`src/rtl/spec_sw_alloc_pkg.sv`:
```
package spec_sw_alloc_pkg;
  function automatic int wrap_inc(input int idx, input int n);
    return (idx == n - 1) ? 0 : idx + 1;
  endfunction
endpackage

```
`src/rtl/ssa_rr_arb.sv`:
```
module ssa_rr_arb
  import spec_sw_alloc_pkg::*;
#(
  parameter int N = 4,
  localparam int W = (N > 1) ? $clog2(N) : 1
) (
  input  logic         clk_i,
  input  logic         rst_ni,
  input  logic [N-1:0] req_i,
  input  logic         upd_i,
  output logic [N-1:0] gnt_o
);
  logic [W-1:0] ptr_q;
  logic [W-1:0] win;
  logic         found;

  always_comb begin
    gnt_o = '0;
    win   = '0;
    found = 1'b0;
    for (int k = 0; k < N; k++) begin
      int idx;
      idx = int'(ptr_q) + k;
      if (idx >= N) idx = idx - N;
      if (!found && req_i[idx]) begin
        found      = 1'b1;
        gnt_o[idx] = 1'b1;
        win        = W'(idx);
      end
    end
  end

  always_ff @(posedge clk_i or negedge rst_ni) begin
    if (!rst_ni) ptr_q <= '0;
    else if (upd_i && found) ptr_q <= W'(wrap_inc(int'(win), N));
  end
endmodule

```
`src/rtl/ssa_sep_alloc.sv`:
```
module ssa_sep_alloc #(
  parameter int P = 4,
  localparam int M = P * P
) (
  input  logic         clk_i,
  input  logic         rst_ni,
  input  logic [M-1:0] req_i,
  input  logic [M-1:0] keep_i,  // grants that survived, drive pointer updates
  output logic [M-1:0] gnt_o
);
  logic [M-1:0] in_gnt;
  logic [P-1:0] col_req  [P];
  logic [P-1:0] col_gnt  [P];
  logic [P-1:0] col_keep [P];

  for (genvar i = 0; i < P; i++) begin : g_in
    ssa_rr_arb #(.N(P)) u_in_arb (
      .clk_i (clk_i),
      .rst_ni(rst_ni),
      .req_i (req_i[i*P +: P]),
      .upd_i (|keep_i[i*P +: P]),
      .gnt_o (in_gnt[i*P +: P])
    );
  end

  always_comb begin
    for (int j = 0; j < P; j++) begin
      for (int i = 0; i < P; i++) begin
        col_req[j][i]  = in_gnt[i*P + j];
        col_keep[j][i] = keep_i[i*P + j];
      end
    end
  end

  for (genvar j = 0; j < P; j++) begin : g_out
    ssa_rr_arb #(.N(P)) u_out_arb (
      .clk_i (clk_i),
      .rst_ni(rst_ni),
      .req_i (col_req[j]),
      .upd_i (|col_keep[j]),
      .gnt_o (col_gnt[j])
    );
  end

  always_comb begin
    for (int i = 0; i < P; i++)
      for (int j = 0; j < P; j++)
        gnt_o[i*P + j] = col_gnt[j][i];
  end
endmodule

```
`src/rtl/spec_sw_alloc.sv`:
```
module spec_sw_alloc #(
  parameter int P = 4,
  localparam int M = P * P
) (
  input  logic         clk_i,
  input  logic         rst_ni,
  input  logic [M-1:0] ns_req_i,
  input  logic [M-1:0] sp_req_i,
  input  logic [P-1:0] vca_ok_i,
  output logic [M-1:0] gnt_o,
  output logic [M-1:0] spec_o
);
  logic [M-1:0] ns_gnt, sp_gnt, sp_keep;
  logic [P-1:0] row_busy, col_busy;

  ssa_sep_alloc #(.P(P)) u_ns_alloc (
    .clk_i (clk_i),
    .rst_ni(rst_ni),
    .req_i (ns_req_i),
    .keep_i(ns_gnt),
    .gnt_o (ns_gnt)
  );

  ssa_sep_alloc #(.P(P)) u_sp_alloc (
    .clk_i (clk_i),
    .rst_ni(rst_ni),
    .req_i (sp_req_i),
    .keep_i(sp_keep),
    .gnt_o (sp_gnt)
  );

  // pessimistic mask: built from requests, not from grants
  always_comb begin
    row_busy = '0;
    col_busy = '0;
    for (int i = 0; i < P; i++)
      for (int j = 0; j < P; j++)
        if (ns_req_i[i*P + j]) begin
          row_busy[i] = 1'b1;
          col_busy[j] = 1'b1;
        end
  end

  always_comb begin
    for (int i = 0; i < P; i++)
      for (int j = 0; j < P; j++)
        sp_keep[i*P + j] = sp_gnt[i*P + j] & ~row_busy[i] & ~col_busy[j] & vca_ok_i[i];
  end

  assign gnt_o  = ns_gnt | sp_keep;
  assign spec_o = sp_keep;
endmodule

```
`config.mk`:
```
export PLATFORM = sky130hd
export DESIGN_NAME = spec_sw_alloc
export DESIGN_NICKNAME = d
export VERILOG_FILES = /design/src/rtl/spec_sw_alloc_pkg.sv /design/src/rtl/ssa_rr_arb.sv /design/src/rtl/ssa_sep_alloc.sv /design/src/rtl/spec_sw_alloc.sv
export SDC_FILE = /design/constraint.sdc
export NUM_CORES = 1
export LEC_CHECK = 0
export ABC_AREA = 1
export BUFFER_PORTS_ARGS = -buffer_cell sky130_fd_sc_hd__clkbuf_2
export CAP_MARGIN = 20
export CORE_ASPECT_RATIO = 0.8
export CORE_MARGIN = 2
export CORE_UTILIZATION = 55
export CTS_CLUSTER_SIZE = 25
export DETAILED_ROUTE_END_ITERATION = 12
export GPL_TIMING_DRIVEN = 1
export MAX_ROUTING_LAYER = met4
export PLACE_DENSITY_LB_ADDON = 0.15
export SLEW_MARGIN = 20
export SYNTH_ARGS = -nofsm -noshare
export SYNTH_HDL_FRONTEND = slang
export SYNTH_HIERARCHICAL = 1
export SYNTH_SLANG_ARGS = --single-unit
export TNS_END_PERCENT = 30
```
`constraint.sdc`:
```
create_clock -name clk_i -period 10.6 [get_ports clk_i]
set_input_delay 2.12 -clock clk_i [delete_from_list [all_inputs] [get_ports clk_i]]
set_output_delay 2.12 -clock clk_i [all_outputs]
set_load 0.1 [all_outputs]
```
---- Word-level counts from Yosys, hierarchy flattened ----
Index checks and enable logic that the tools add are counted.
storage, ports and cells
  register bits after elaboration ......... 32
  output and inout bits ................... 32
  logic and storage cells ................. 1,272
cells by class
  eq/ne operators ......................... 16
  bitwise operators ....................... 105
  add/sub/neg operators ................... 128
  $lt $le $gt $ge ......................... 192
  reduce and logical (&&, ||, !) cells .... 192
  muxes and demuxes ....................... 623
operators with widths
  cell                 count
  $ge 32x1->1 const B  64
  $lt 32x4->1 const B  64
  $mux 32              64
  $mux 1               287
  $mux 4               64
  $or 4x4->4           48
  $sub 3x3->4 const B  48
  $mux 2               80
  $ge 3x3->1 const B   48
  $bmux 1 s2           64
  $demux 1 s2          64
  $logic_and 1x1->1    128
  $add 2x2->3 const B  32
  $reduce_or 4->1      16
  $sub 2x3->4 const B  16
  $add 2x1->3 const B  16
  $and 1x1->1          48
  $ge 2x3->1 const B   16
  $logic_not 1->1      48
  $add 2x1->2 const B  16
  $eq 2x1->1 const B   16
  $or 16x16->16        1
  $not 1->1            8

---- Logic depth before layout (Yosys ltp) ----
Gate-level depths: netlist of run 1.
  word-level depth ........................ 33
  depth in mapped cells ................... 30
  mapped depth without buffers ............ 29

---- Modules after synthesis ----
The synthesis of run 1 kept the hierarchy.
by module, submodules not included
  module                                        seq. area each (sq um)  cells an instance  area an instance (sq um)  instances
  ssa_rr_arb (u_ns_alloc.g_in[0].u_in_arb ...)  50.0                    100                624.3                     15
  spec_sw_alloc                                 0.0                     103                566.8                     1
  ssa_rr_arb (u_sp_alloc.g_out[3].u_out_arb)    50.0                    96                 566.8                     1
  ssa_sep_alloc                                 0.0                     24                 90.1                      2

---- Worst setup path after synthesis of run 1 ----
OpenSTA, ideal clock, no wires.
  path type ............................... input to output
  from .................................... input sp_req_i[7]
  to ...................................... output spec_o[10]
  path buffers ............................ 0
  data arrival time ....................... 5,148 ps
  stages on the path ...................... 22
  required time ........................... 8,480 ps
  slack ................................... 3,332 ps
  cells stage by stage .................... inv_1 > nand2_1 > nand3_2 > nand2_4 > inv_2 > nand4_2 > inv_1 > nand2_1 > o2111ai_1 > inv_1 > nand2_1 > nand3_2 > nand2_4 > nor2_4 > nand2_1 > inv_1 > nand2_1 > o2111ai_1 > nand2_1 > inv_1 > nand3_1 > nor2_1
RTL lines
  what                line                 source
  start: declaration  spec_sw_alloc.sv:8   input logic [M-1:0] sp_req_i,
  end: declaration    spec_sw_alloc.sv:11  output logic [M-1:0] spec_o

==> results by group, run 1 <==
Worst setup path
  – Worst setup SP type: primary input
  – Critical path's most frequent cell: nand2_1
  – Critical Path RT: 8.48 ns
  – Worst Path Max Fanout: 7
  – CP delay by family, top: simple AND/OR/NAND/NOR gates
  – R2r worst-path depth: 28
  – CP Class: in2out
  – CP bufs+invs: 9
  – Crit path depth: 24
  – Max incr delay on CP: 0.54 ns
  – RR Endpoint: u_sp_alloc/g_in[1].u_in_arb/ptr_q[1]
  – Crit-path slowest cell: clkbuf_2
  – CP Capture Type: output pin
  – Reg2Reg Setup Slack: between 6 and 7 ns
  – CP arrival: 5.36 ns
  – Critical-path cell list: clkbuf_2 -> inv_1 -> nand2_1 -> nand3_2 -> nand2_4 -> inv_2 -> nand2_1 -> inv_1 -> nand2_1 -> o2111ai_1 -> inv_1 -> nand2_1 -> nand3_2 -> nand2_4 -> inv_2 -> nand4_2 -> inv_1 -> nand2_1 -> o2111ai_1 -> nand2_1 -> inv_1 -> nand3_1 -> nor2_1 -> clkbuf_2
  – FF-to-FF Start: u_sp_alloc/g_in[1].u_in_arb/ptr_q[0]

CTS
  – Clk Tree Root Cell: clkbuf_16
  – Clock latency on the worst-skew pair: 0.30 ns
  – CTS resizes: 0
  – CTS tree: done
  – Longest Clk Path Bufs: 2
  – Postcts setup bufs: 0
  – CTS H-tree lvls: 2
  – CTS Buf Count: 5
  – Post-CTS Hold Buffers: 0
  – Worst-path clk slew: 0.06 ns
  – Clock sink count: 32

GRT
  – First-pass GRT wire length: 47,370 um
  – GRT Resource Usage Total: approximately 28%
  – Largest net degree at the start of global routing: 33
  – Vias in the first global route: 9,950
  – Initial antenna violation count: 0
  – Grt total ovfl: 0

Timing
  – Final setup fails: 0
  – Slew @ Worst Pin: 1.002 ns
  – Worst slew margin: 33.22%
  – Skew final: 0.007103 ns
  – Min cycle time layout: roughly 7.5 ns
  – Setup TNS Final: 0 ns
  – Peak Freq: 133.8 MHz
  – Period utilisation layout: around 71%
  – Unrepaired setup endpoints after global routing: false
  – Slew Viols, Final: 0
  – Final hold violations: 0

Floorplanning
  – Die area: 20,550 um2
  – Initial core utilization: 56.11%
  – DIE WIDTH: 159.8 um
  – FP Rows: 45
  – Core ar.: 19,030 um2
  – Die height: around 130 um
  – I/O pins: 70

Placement
  – Port bufs: 69
  – Post-DP HPWL: 23,180 um
  – Final Wtd Congestion: 0.9544

Status
  – Status: completed

Drt
  – Vias: 11,179
  – Drt first pass iters: 5
  – WL per Instance: 13.82 um
  – Final wirelength: about 29,000 um
  – DRC viols: 0
  – Post-route ant nets: 0
  – Initial drt markers: 1,218
  – Via density: 5.408

Final layout
  – Layout overhead on the synthesized area: 6.081%
  – Commonest cells after routing, fill and taps aside: 609 x nand2_1, 254 x inv_1, 163 x nand3_1, 128 x ha_1, 111 x nand2_2
  – Inserted Diodes: 0
  – Share of post-route cells with drive strength above 1: approximately 22%
  – Commonest non-fill, non-tap cell in the layout: nand2_1
  – Nets: about 2,000
  – Fillers: 1,919

Logic synthesis
  – Syn Nets: between 1,500 and 2,000
  – Mapped Cells: between 1,500 and 2,000
  – Sequential element share of the synthesized area: 7.499%
  – Syn_area_per_cell: 6.113 um2
  – FF+latch count, synth: 32
  – Yosys warnings: 6
  – Synth unique cells: 27
  – Synthesized area: 10,680 um2

Flow run
  – Max-cap viol count: 0

Min path
  – Hold path depth: 2
  – Worst Hold End: u_sp_alloc/g_out[3].u_out_arb/ptr_q[1]
  – Hold/Removal Path Class: reg2reg
  – Worst hold start: u_sp_alloc/g_out[3].u_out_arb/ptr_q[1]
[per-layer routing]
metal,GRT usage (%),routed length (um),share of wire (%)
met1,39.87,14060,49
met2,43.75,12320,43
met3,3.224,1710,6.0
met4,5.882,470,1.6
met5,-,0,0
[how the worst max path moves through the flow]
stage                  to    startpoint  slack (ns)
3_5_place_dp    spec_o[9]  sp_req_i[13]        3.20
5_1_grt         spec_o[9]  sp_req_i[15]        2.87
2_1_floorplan  spec_o[10]   sp_req_i[7]        3.33
3_3_place_gp    spec_o[6]  sp_req_i[15]        3.28
6_report        spec_o[9]  sp_req_i[15]        3.12
4_1_cts         spec_o[9]  sp_req_i[15]        3.19
[through the flow]
| stage | util (%) | setup WS (ns) | hold WS (ns) | area (um2) | std cells |
|---|---|---|---|---|---|
| finish | 59.53 | 3.124 | 0.7048 | 11330 | 2067 |
| global route | 59.53 | 2.871 | 0.7378 | 11330 | 2067 |
| CTS | 59.53 | 3.191 | 0.7048 | 11330 | 2067 |
| detailed placement | 58.74 | 3.201 | 0.6830 | 11180 | 2059 |
| global placement | 58.74 | 3.282 | 0.6869 | 11180 | 2059 |
| floorplan | - | 3.332 | 0.6079 | 10680 | 1747 |
[worst register-to-register path, delay by kind of cell, from the launching register on]
kind	cells	cell delay [ns]
AOI/OAI and AO/OA	4	0.43
and+or+nand+nor	20	2.49
adders and majority gates	1	0.40
DFF	1	0.72
buffers and inverters	3	0.25
[registers in the layout, indices dropped and copies added, names as in the netlist]
register and flops:
u_ns_alloc/g_in.u_in_arb/ptr_q 8, u_ns_alloc/g_out.u_out_arb/ptr_q 8, u_sp_alloc/g_in.u_in_arb/ptr_q 8, u_sp_alloc/g_out.u_out_arb/ptr_q 8
[synthesized netlist by cell type]
library cell  number  area share, %
o2111ai_1         47            3.9
o21ai_2           15            1.2
a31oi_1            1          0.059
inv_1            254            8.9
nand4_1           17            1.0
a21oi_2            1          0.082
nand4_2           15            1.8
nand2_2          111            6.5
nand2_4           33            3.5
buf_6             15            1.6
inv_8             15            1.6
nor2_4            15            1.6
dfrtp_1           32            7.5
a21boi_0          15            1.1
o22ai_1           15           0.88
nor2_1            53            1.9
inv_2             16           0.56
o21ai_0            5           0.23
ha_1             128             15
inv_4              1          0.059
o21bai_2          16            1.7
nor2_2            28            1.6
a21oi_1           64            3.0
nand3_2           62            5.8
nand2_1          609             21
clkinv_1           1          0.035
nand3_1          163            7.6
[logic make-up after synthesis]
family	share of synthesized area [%]
and+or+nand+nor	52.68
buffers and inverters	12.75
adders and majority gates	15.00
AOI/OAI and AO/OA	12.08
DFF	7.499
[cell type report]
type	instances	area [um2]	share of cell area, %
Sequential cell	32	800.8	7.069
Clock inverter	1	7.507	0.06627
Tap cell	258	322.8	2.850
Inverter	287	1192	10.53
Timing Repair Buffer	69	345.3	3.048
Multi-Input combinational cell	1413	8517	75.18
Clock buffer	7	142.6	1.259
Power of run 1 is not shown: default switching activity piles up to over one toggle a cycle in this logic, so the estimate is an artifact.
==> run 2, diff against run 1 <==
==> constraint.sdc (replaced) <==
create_clock -name clk_i -period 6.6 [get_ports clk_i]
set_input_delay 1.32 -clock clk_i [delete_from_list [all_inputs] [get_ports clk_i]]
set_output_delay 1.32 -clock clk_i [all_outputs]
set_load 0.1 [all_outputs]
==> run 2 against run 1 <==
  * First-iteration DRC count shrank 6.1%
  * Worst setup slack lost 2.4 ns
  * Sequential cell count is the same
  * Clock skew shrank 0.0032 ns
  * Core utilization grew 0.23 points
  * Via count shrank 0.13%
  * Count of clock-buffer cells in the layout shrank 2
  * Routed wire length grew 0.56%
  * Critical path depth is the same
==> results by group, run 2 (same netlist as run 1, synthesis figures left out) <==
Status
  – Status: completed

Placement
  – Port bufs: 69 (unchanged)
  – Final Wtd Congestion: 0.9563 (+0.20%)
  – Post-DP HPWL: 23,110 um (-0.31%)

CTS
  – Post-CTS Hold Buffers: 0 (unchanged)
  – Worst-path clk slew: 0.06 ns (about the same)
  – CTS H-tree lvls: 2 (unchanged)
  – CTS resizes: 0 (unchanged)
  – Clock sink count: 32 (unchanged)
  – Clock latency on the worst-skew pair: 0.30 ns (about the same)
  – Clk Tree Root Cell: clkbuf_16
  – Longest Clk Path Bufs: 2 (unchanged)
  – Postcts setup bufs: 0 (unchanged)
  – CTS tree: done
  – CTS Buf Count: 5 (unchanged)

Worst setup path
  – CP Capture Type: output pin
  – Crit-path slowest cell: clkbuf_2
  – Worst Path Max Fanout: 7 (unchanged)
  – Critical Path RT: 5.28 ns (-3.20 ns)
  – Worst setup SP type: primary input
  – CP delay by family, top: simple AND/OR/NAND/NOR gates
  – CP bufs+invs: 9 (unchanged)
  – Critical path's most frequent cell: nand2_1
  – Max incr delay on CP: 0.54 ns (about the same)
  – CP Class: in2out
  – Critical-path cell list: clkbuf_2 -> inv_1 -> nand2_1 -> nand3_2 -> nand2_4 -> inv_2 -> nand2_1 -> inv_1 -> nand2_1 -> o2111ai_1 -> inv_1 -> nand2_1 -> nand3_2 -> nand2_4 -> inv_2 -> nand4_2 -> inv_1 -> nand2_1 -> o2111ai_1 -> nand2_1 -> inv_1 -> nand3_1 -> nor2_1 -> clkbuf_2
  – CP arrival: 4.57 ns (-0.79 ns)

GRT
  – Initial antenna violation count: 0 (unchanged)
  – Largest net degree at the start of global routing: 33 (unchanged)
  – Vias in the first global route: 10,030 (+0.80%)
  – Grt total ovfl: 0 (unchanged)
  – GRT Resource Usage Total: 28.44% (+0.15 points)
  – First-pass GRT wire length: 47,580 um (+0.44%)

Floorplanning
  – Initial core utilization: 56.11% (unchanged)
  – Core ar.: 19,030 um2 (unchanged)
  – Die area: 20,550 um2 (unchanged)
  – FP Rows: 45 (unchanged)
  – I/O pins: 70 (unchanged)
  – DIE WIDTH: 159.8 um (unchanged)
  – Die height: 128.6 um (unchanged)

Drt
  – WL per Instance: 13.88 um (+0.41%)
  – Vias: 11,165 (-0.13%)
  – DRC viols: 0 (unchanged)
  – Initial drt markers: 1,144 (-6.1%)
  – Final wirelength: 28,720 um (+0.56%)
  – Post-route ant nets: 0 (unchanged)
  – Via density: 5.394 (-0.27%)
  – Drt first pass iters: 6 (+1)

Timing
  – Skew final: 0.003870 ns (-0.003232 ns)
  – Min cycle time layout: a little under 6 ns
  – Slew Viols, Final: 0 (unchanged)
  – Slew @ Worst Pin: 0.9885 ns (-0.01328 ns)
  – Worst slew margin: 34.10% (+0.89 points)
  – Period utilisation layout: 89.28%
  – Final setup fails: 0 (unchanged)
  – Setup TNS Final: 0 ns (unchanged)
  – Unrepaired setup endpoints after global routing: false
  – Final hold violations: 0 (unchanged)
  – Peak Freq: between 150 and 200 MHz

Final layout
  – Layout overhead on the synthesized area: 6.491%
  – Inserted Diodes: 0 (unchanged)
  – Nets: 1,977 (+0.15%)
  – Share of post-route cells with drive strength above 1: 22.52% (+0.18 points)
  – Commonest non-fill, non-tap cell in the layout: nand2_1
  – Fillers: 1,902 (-0.89%)
  – Commonest cells after routing, fill and taps aside: 609 x nand2_1, 254 x inv_1, 163 x nand3_1, 128 x ha_1, 111 x nand2_2
  – Util after Layout: 59.76% (+0.23 points)

Min path
  – Hold/Removal Path Class: reg2reg

Flow run
  – Max-cap viol count: 0 (unchanged)
run 2: cell types whose count changed in the layout (fill, tap and decap cells not counted), sizes merged:
cell    before  now
buf          0    3
clkbuf      76   74
bufinv       0    1
inv        286  287
run 2: metrics by stage:
stage	hold WS [ns]	cells	instance area (um2)	setup WS (ns)
4_1_cts	0.7109	2070	11370	0.8188
3_3_place_gp	0.6888	2062	11200	0.8662
3_5_place_dp	0.6992	2062	11200	0.8251
5_1_grt	0.7485	2070	11370	0.4318
6_report	0.7081	2070	11370	0.7074
2_1_floorplan	0.6079	1747	10680	0.9318
run 2: layout make-up:
class	instances	area [um2]	share of cell area (%)
well taps	258	322.8	2.839
clock inverters	3	46.29	0.4071
multi-input cells	1413	8517	74.89
repair buffers	72	367.9	3.235
flip-flops and latches	32	800.8	7.041
clock buffers	5	125.1	1.100
inverters	287	1192	10.49
run 2: worst min-delay path, stage by stage (launching register included):
cell     delay, ns
dfrtp_1       0.49
nand2_1       0.11
nand3_1       0.06
run 2: final timing paths:
path	startpoint	to	slack, ns	depth (start not counted)
setup / recovery	sp_req_i[15]	spec_o[9]	0.71	24
hold / removal	u_sp_alloc/g_out[1].u_out_arb/ptr_q[1]	u_sp_alloc/g_out[1].u_out_arb/ptr_q[1]	0.71	2
setup reg to reg	u_sp_alloc/g_in[1].u_in_arb/ptr_q[0]	u_sp_alloc/g_in[1].u_in_arb/ptr_q[1]	2.13	29
hold reg to reg	u_sp_alloc/g_out[1].u_out_arb/ptr_q[1]	u_sp_alloc/g_out[1].u_out_arb/ptr_q[1]	0.71	2
max in group asynchronous	rst_ni	u_ns_alloc/g_out[1].u_out_arb/ptr_q[1]	4.81	1
min in group asynchronous	rst_ni	u_sp_alloc/g_in[3].u_in_arb/ptr_q[0]	1.17	1
run 2: per-layer routing:
layer / share of wire, % / vias to the layer above / wire length, um / track usage (%)
met5: 0 / - / 0 / -
met4: 1.5 / 0 / 435 / 5.829
met3: 8.3 / 34 / 2387 / 5.738
met2: 42 / 417 / 12200 / 43.14
met1: 48 / 4986 / 13700 / 39.26
li1: - / 5728 / - / -
Power of run 2 is left out for the same reason.
==> run 3, diff against run 2 <==
--- a/config.mk
+++ b/config.mk
@@ -5,7 +5,6 @@
 export SDC_FILE = /design/constraint.sdc
 export NUM_CORES = 1
 export LEC_CHECK = 0
-export ABC_AREA = 1
 export BUFFER_PORTS_ARGS = -buffer_cell sky130_fd_sc_hd__clkbuf_2
 export CAP_MARGIN = 20
 export CORE_ASPECT_RATIO = 0.8
==> run 3 against run 2 <==
  * Via count decreased by 23%
  * First-iteration DRC count decreased by 37%
  * Worst setup slack worse by 0.43 ns
  * Register-to-register slack worse by 0.66 ns
  * Core utilization up 1.1 points
  * Critical path type unchanged
  * Global-route usage shrank 0.45 points
  * Worst hold slack got worse by 0.064 ns
  * Highest routed layer unchanged
  * Cell count decreased by 42%
  * Critical path depth shrank 14
  * Clock skew is 0.0011 ns higher
==> results by group, run 3 <==
CTS
  – CTS tree: done
  – Clk Tree Root Cell: clkbuf_16
  – Worst-path clk slew: 0.06 ns (about the same)
  – CTS resizes: 0 (unchanged)
  – Postcts setup bufs: 0 (unchanged)
  – Clock sink count: 32 (unchanged)
  – CTS H-tree lvls: 2 (unchanged)
  – Clock latency on the worst-skew pair: 0.29 ns (about the same)
  – Longest Clk Path Bufs: 2 (unchanged)
  – CTS Buf Count: 5 (unchanged)
  – Post-CTS Hold Buffers: 0 (unchanged)

GRT
  – Vias in the first global route: 7,594 (-24%)
  – Largest net degree at the start of global routing: 33 (unchanged)
  – Grt total ovfl: 0 (unchanged)
  – GRT Resource Usage Total: 27.99% (-0.45 points)
  – First-pass GRT wire length: 39,560 um (-17%)
  – Initial antenna violation count: 0 (unchanged)

Drt
  – Drt first pass iters: 5 (-1)
  – Initial drt markers: 718 (-37%)
  – Post-route ant nets: 0 (unchanged)
  – Vias: 8,574 (-23%)
  – DRC viols: 0 (unchanged)
  – WL per Instance: 20.15 um (+45%)
  – Final wirelength: 24,320 um (-15%)
  – Via density: 7.104 (+32%)

Logic synthesis
  – Synth Area in Adders: 17.64% (+2.6 points)
  – Leading area contributor after synthesis: ha_1
  – Area fraction in compound gates after synthesis: 27.44% (+15 points)
  – Post-Synth Simple-Gate Area: 21.04% (-32 points)
  – Multiplexer area fraction after synthesis: 20.76% (+21 points)
  – Most common cell in the netlist: ha_1
  – Largest family of logic cells by synthesized area: compound AO/OA/AOI/OAI gates
  – Synthesized area: 9079 um2 (-15%)
  – Number of enable flip-flop cells after synthesis: 0 (unchanged)
  – Top post-synthesis cells by area: ha_1 18%, mux4_2 15%, dfrtp_1 8.8%
  – Synth top cells by count: 128 x ha_1, 81 x nor2_1, 64 x a221o_1
  – Yosys top cell area share: 17.64% (-3.8 points)
  – FF+latch count, synth: 32 (unchanged)
  – Yosys warnings: 6 (unchanged)
  – Post-synthesis xor/xnor area fraction: 0% (unchanged)
  – Synth unique cells: 44 (+63%)
  – Mapped Cells: 935 (-46%)
  – Syn_area_per_cell: 9.710 um2 (+59%)
  – Top FF cell, synth: dfrtp_1
  – Sequential element share of the synthesized area: 8.820% (+1.3 points)
  – Synth async-reset ratio: 100.0% (unchanged)
  – Syn Nets: 1,101 (-42%)

Final layout
  – Commonest cells after routing, fill and taps aside: 128 x ha_1, 81 x nor2_1, 64 x a221o_1, 61 x mux4_2, 61 x a22oi_1
  – Share of post-route cells with drive strength above 1: 22.98% (+0.47 points)
  – Layout overhead on the synthesized area: 7.029%
  – Commonest non-fill, non-tap cell in the layout: ha_1
  – Inserted Diodes: 0 (unchanged)
  – Nets: 1,157 (-41%)

Timing
  – Period utilisation layout: 95.79% (+6.5 points)
  – Peak Freq: 158.2 MHz (-6.8%)
  – Final setup fails: 0 (unchanged)
  – Final hold violations: 0 (unchanged)
  – Slew @ Worst Pin: 1.066 ns (+0.07788 ns)
  – Worst slew margin: 28.25% (-5.8 points)
  – Slew Viols, Final: 0 (unchanged)
  – Min cycle time layout: 6.322 ns (+0.4299 ns)
  – Setup TNS Final: 0 ns (unchanged)
  – Unrepaired setup endpoints after global routing: false
  – Skew final: 0.004984 ns (+0.001114 ns)

Worst setup path
  – CP arrival: 5.00 ns (+0.43 ns)
  – Worst setup SP type: primary input
  – CP Class: in2out
  – CP Capture Type: output pin
  – Worst Path Max Fanout: 12 (+5)
  – Critical Path RT: 5.28 ns (about the same)

Flow run
  – Max-cap viol count: 0 (unchanged)

Floorplanning
  – Core ar.: 15,950 um2 (-16%)
  – I/O pins: 70 (unchanged)
  – DIE WIDTH: 147.6 um (-7.6%)
  – Initial core utilization: 56.91% (+0.79 points)
  – FP Rows: 41 (-8.9%)
  – Die height: 118.9 um (-7.6%)
  – Die area: 17,560 um2 (-15%)

Min path
  – Hold/Removal Path Class: reg2reg

Placement
  – Final Wtd Congestion: 0.9263 (-3.1%)
  – Post-DP HPWL: 18,400 um (-20%)
  – Port bufs: 69 (unchanged)

Status
  – Status: completed
==> run 3: cell types whose count changed after synthesis, sizes merged, moves of 29 or more <==
cell / before / now
inv: 286 / 33
nor3: 0 / 31
nand4: 32 / 1
o2111ai: 47 / 1
mux4: 0 / 61
nor2b: 0 / 36
nand2: 753 / 17
a22oi: 0 / 61
nand3: 225 / 16
a221o: 0 / 64
a21oi: 65 / 20
mux2i: 0 / 33
o21ai: 20 / 49
==> run 3: cells by family after synthesis <==
kind of cell / Yosys count
compound gates: 314
simple gates: 284
buf+inv: 67
flops: 32
mux: 110
fa+ha+maj: 128
==> run 3: through the flow <==
step / hold WS (ns) / utilization (%) / cells / worst slack [ns] / cell area (um2)
after floorplan: 0.6676 / - / 935 / 0.6472 / 9079
after global placement: 0.6196 / 59.95 / 1199 / 0.3727 / 9564
after detailed placement: 0.6309 / 59.99 / 1199 / 0.3810 / 9570
after CTS: 0.6437 / 60.91 / 1207 / 0.3796 / 9717
after global routing: 0.6886 / 60.91 / 1207 / 0.1534 / 9717
final: 0.6437 / 60.91 / 1207 / 0.2775 / 9717
==> run 3: final cells by class <==
cell class,count,area (um2)
Clock buffer,8,146.4
Fill cell,1391,6237
Inverter,33,123.9
Multi-Input combinational cell,836,7894
Sequential cell,32,800.8
Tap cell,215,269.0
Timing Repair Buffer,83,483.0
==> run 3: path summary, 6_finish.rpt <==
| path | startpoint | endpoint | slack, ns | cells past startpoint |
|---|---|---|---|---|
| min in group asynchronous | rst_ni | u_sp_alloc/g_in[3].u_in_arb/ptr_q[1] | 1.16 | 1 |
| hold reg to reg | u_ns_alloc/g_in[0].u_in_arb/ptr_q[0] | u_ns_alloc/g_in[0].u_in_arb/ptr_q[0] | 0.64 | 2 |
| setup / recovery | sp_req_i[10] | spec_o[4] | 0.28 | 10 |
| setup reg to reg | u_sp_alloc/g_in[1].u_in_arb/ptr_q[1] | u_sp_alloc/g_out[3].u_out_arb/ptr_q[1] | 1.47 | 16 |
| hold / removal | u_ns_alloc/g_in[0].u_in_arb/ptr_q[0] | u_ns_alloc/g_in[0].u_in_arb/ptr_q[0] | 0.64 | 2 |
| max in group asynchronous | rst_ni | u_ns_alloc/g_in[1].u_in_arb/ptr_q[0] | 4.86 | 1 |
==> run 3: critical path, stage by stage <==
cell	delay [ns]
clkbuf_2	0.14
mux4_2	0.62
a22oi_1	0.24
nor2_1	0.06
a221o_1	0.40
mux4_2	0.66
nor4b_2	0.52
a221o_1	0.28
and4_1	0.28
clkbuf_2	0.48
==> run 3: per-layer routing <==
metal / share of wire (%) / GRT usage [%] / routed length [um] / up-vias
met5: 0 / - / 0 / -
met4: 1.1 / 5.469 / 263 / 0
met3: 7.2 / 4.789 / 1761 / 22
met2: 43 / 39.83 / 10510 / 328
met1: 48 / 41.72 / 11790 / 4218
li1: - / - / - / 4006
Power of run 3 is left out for the same reason.
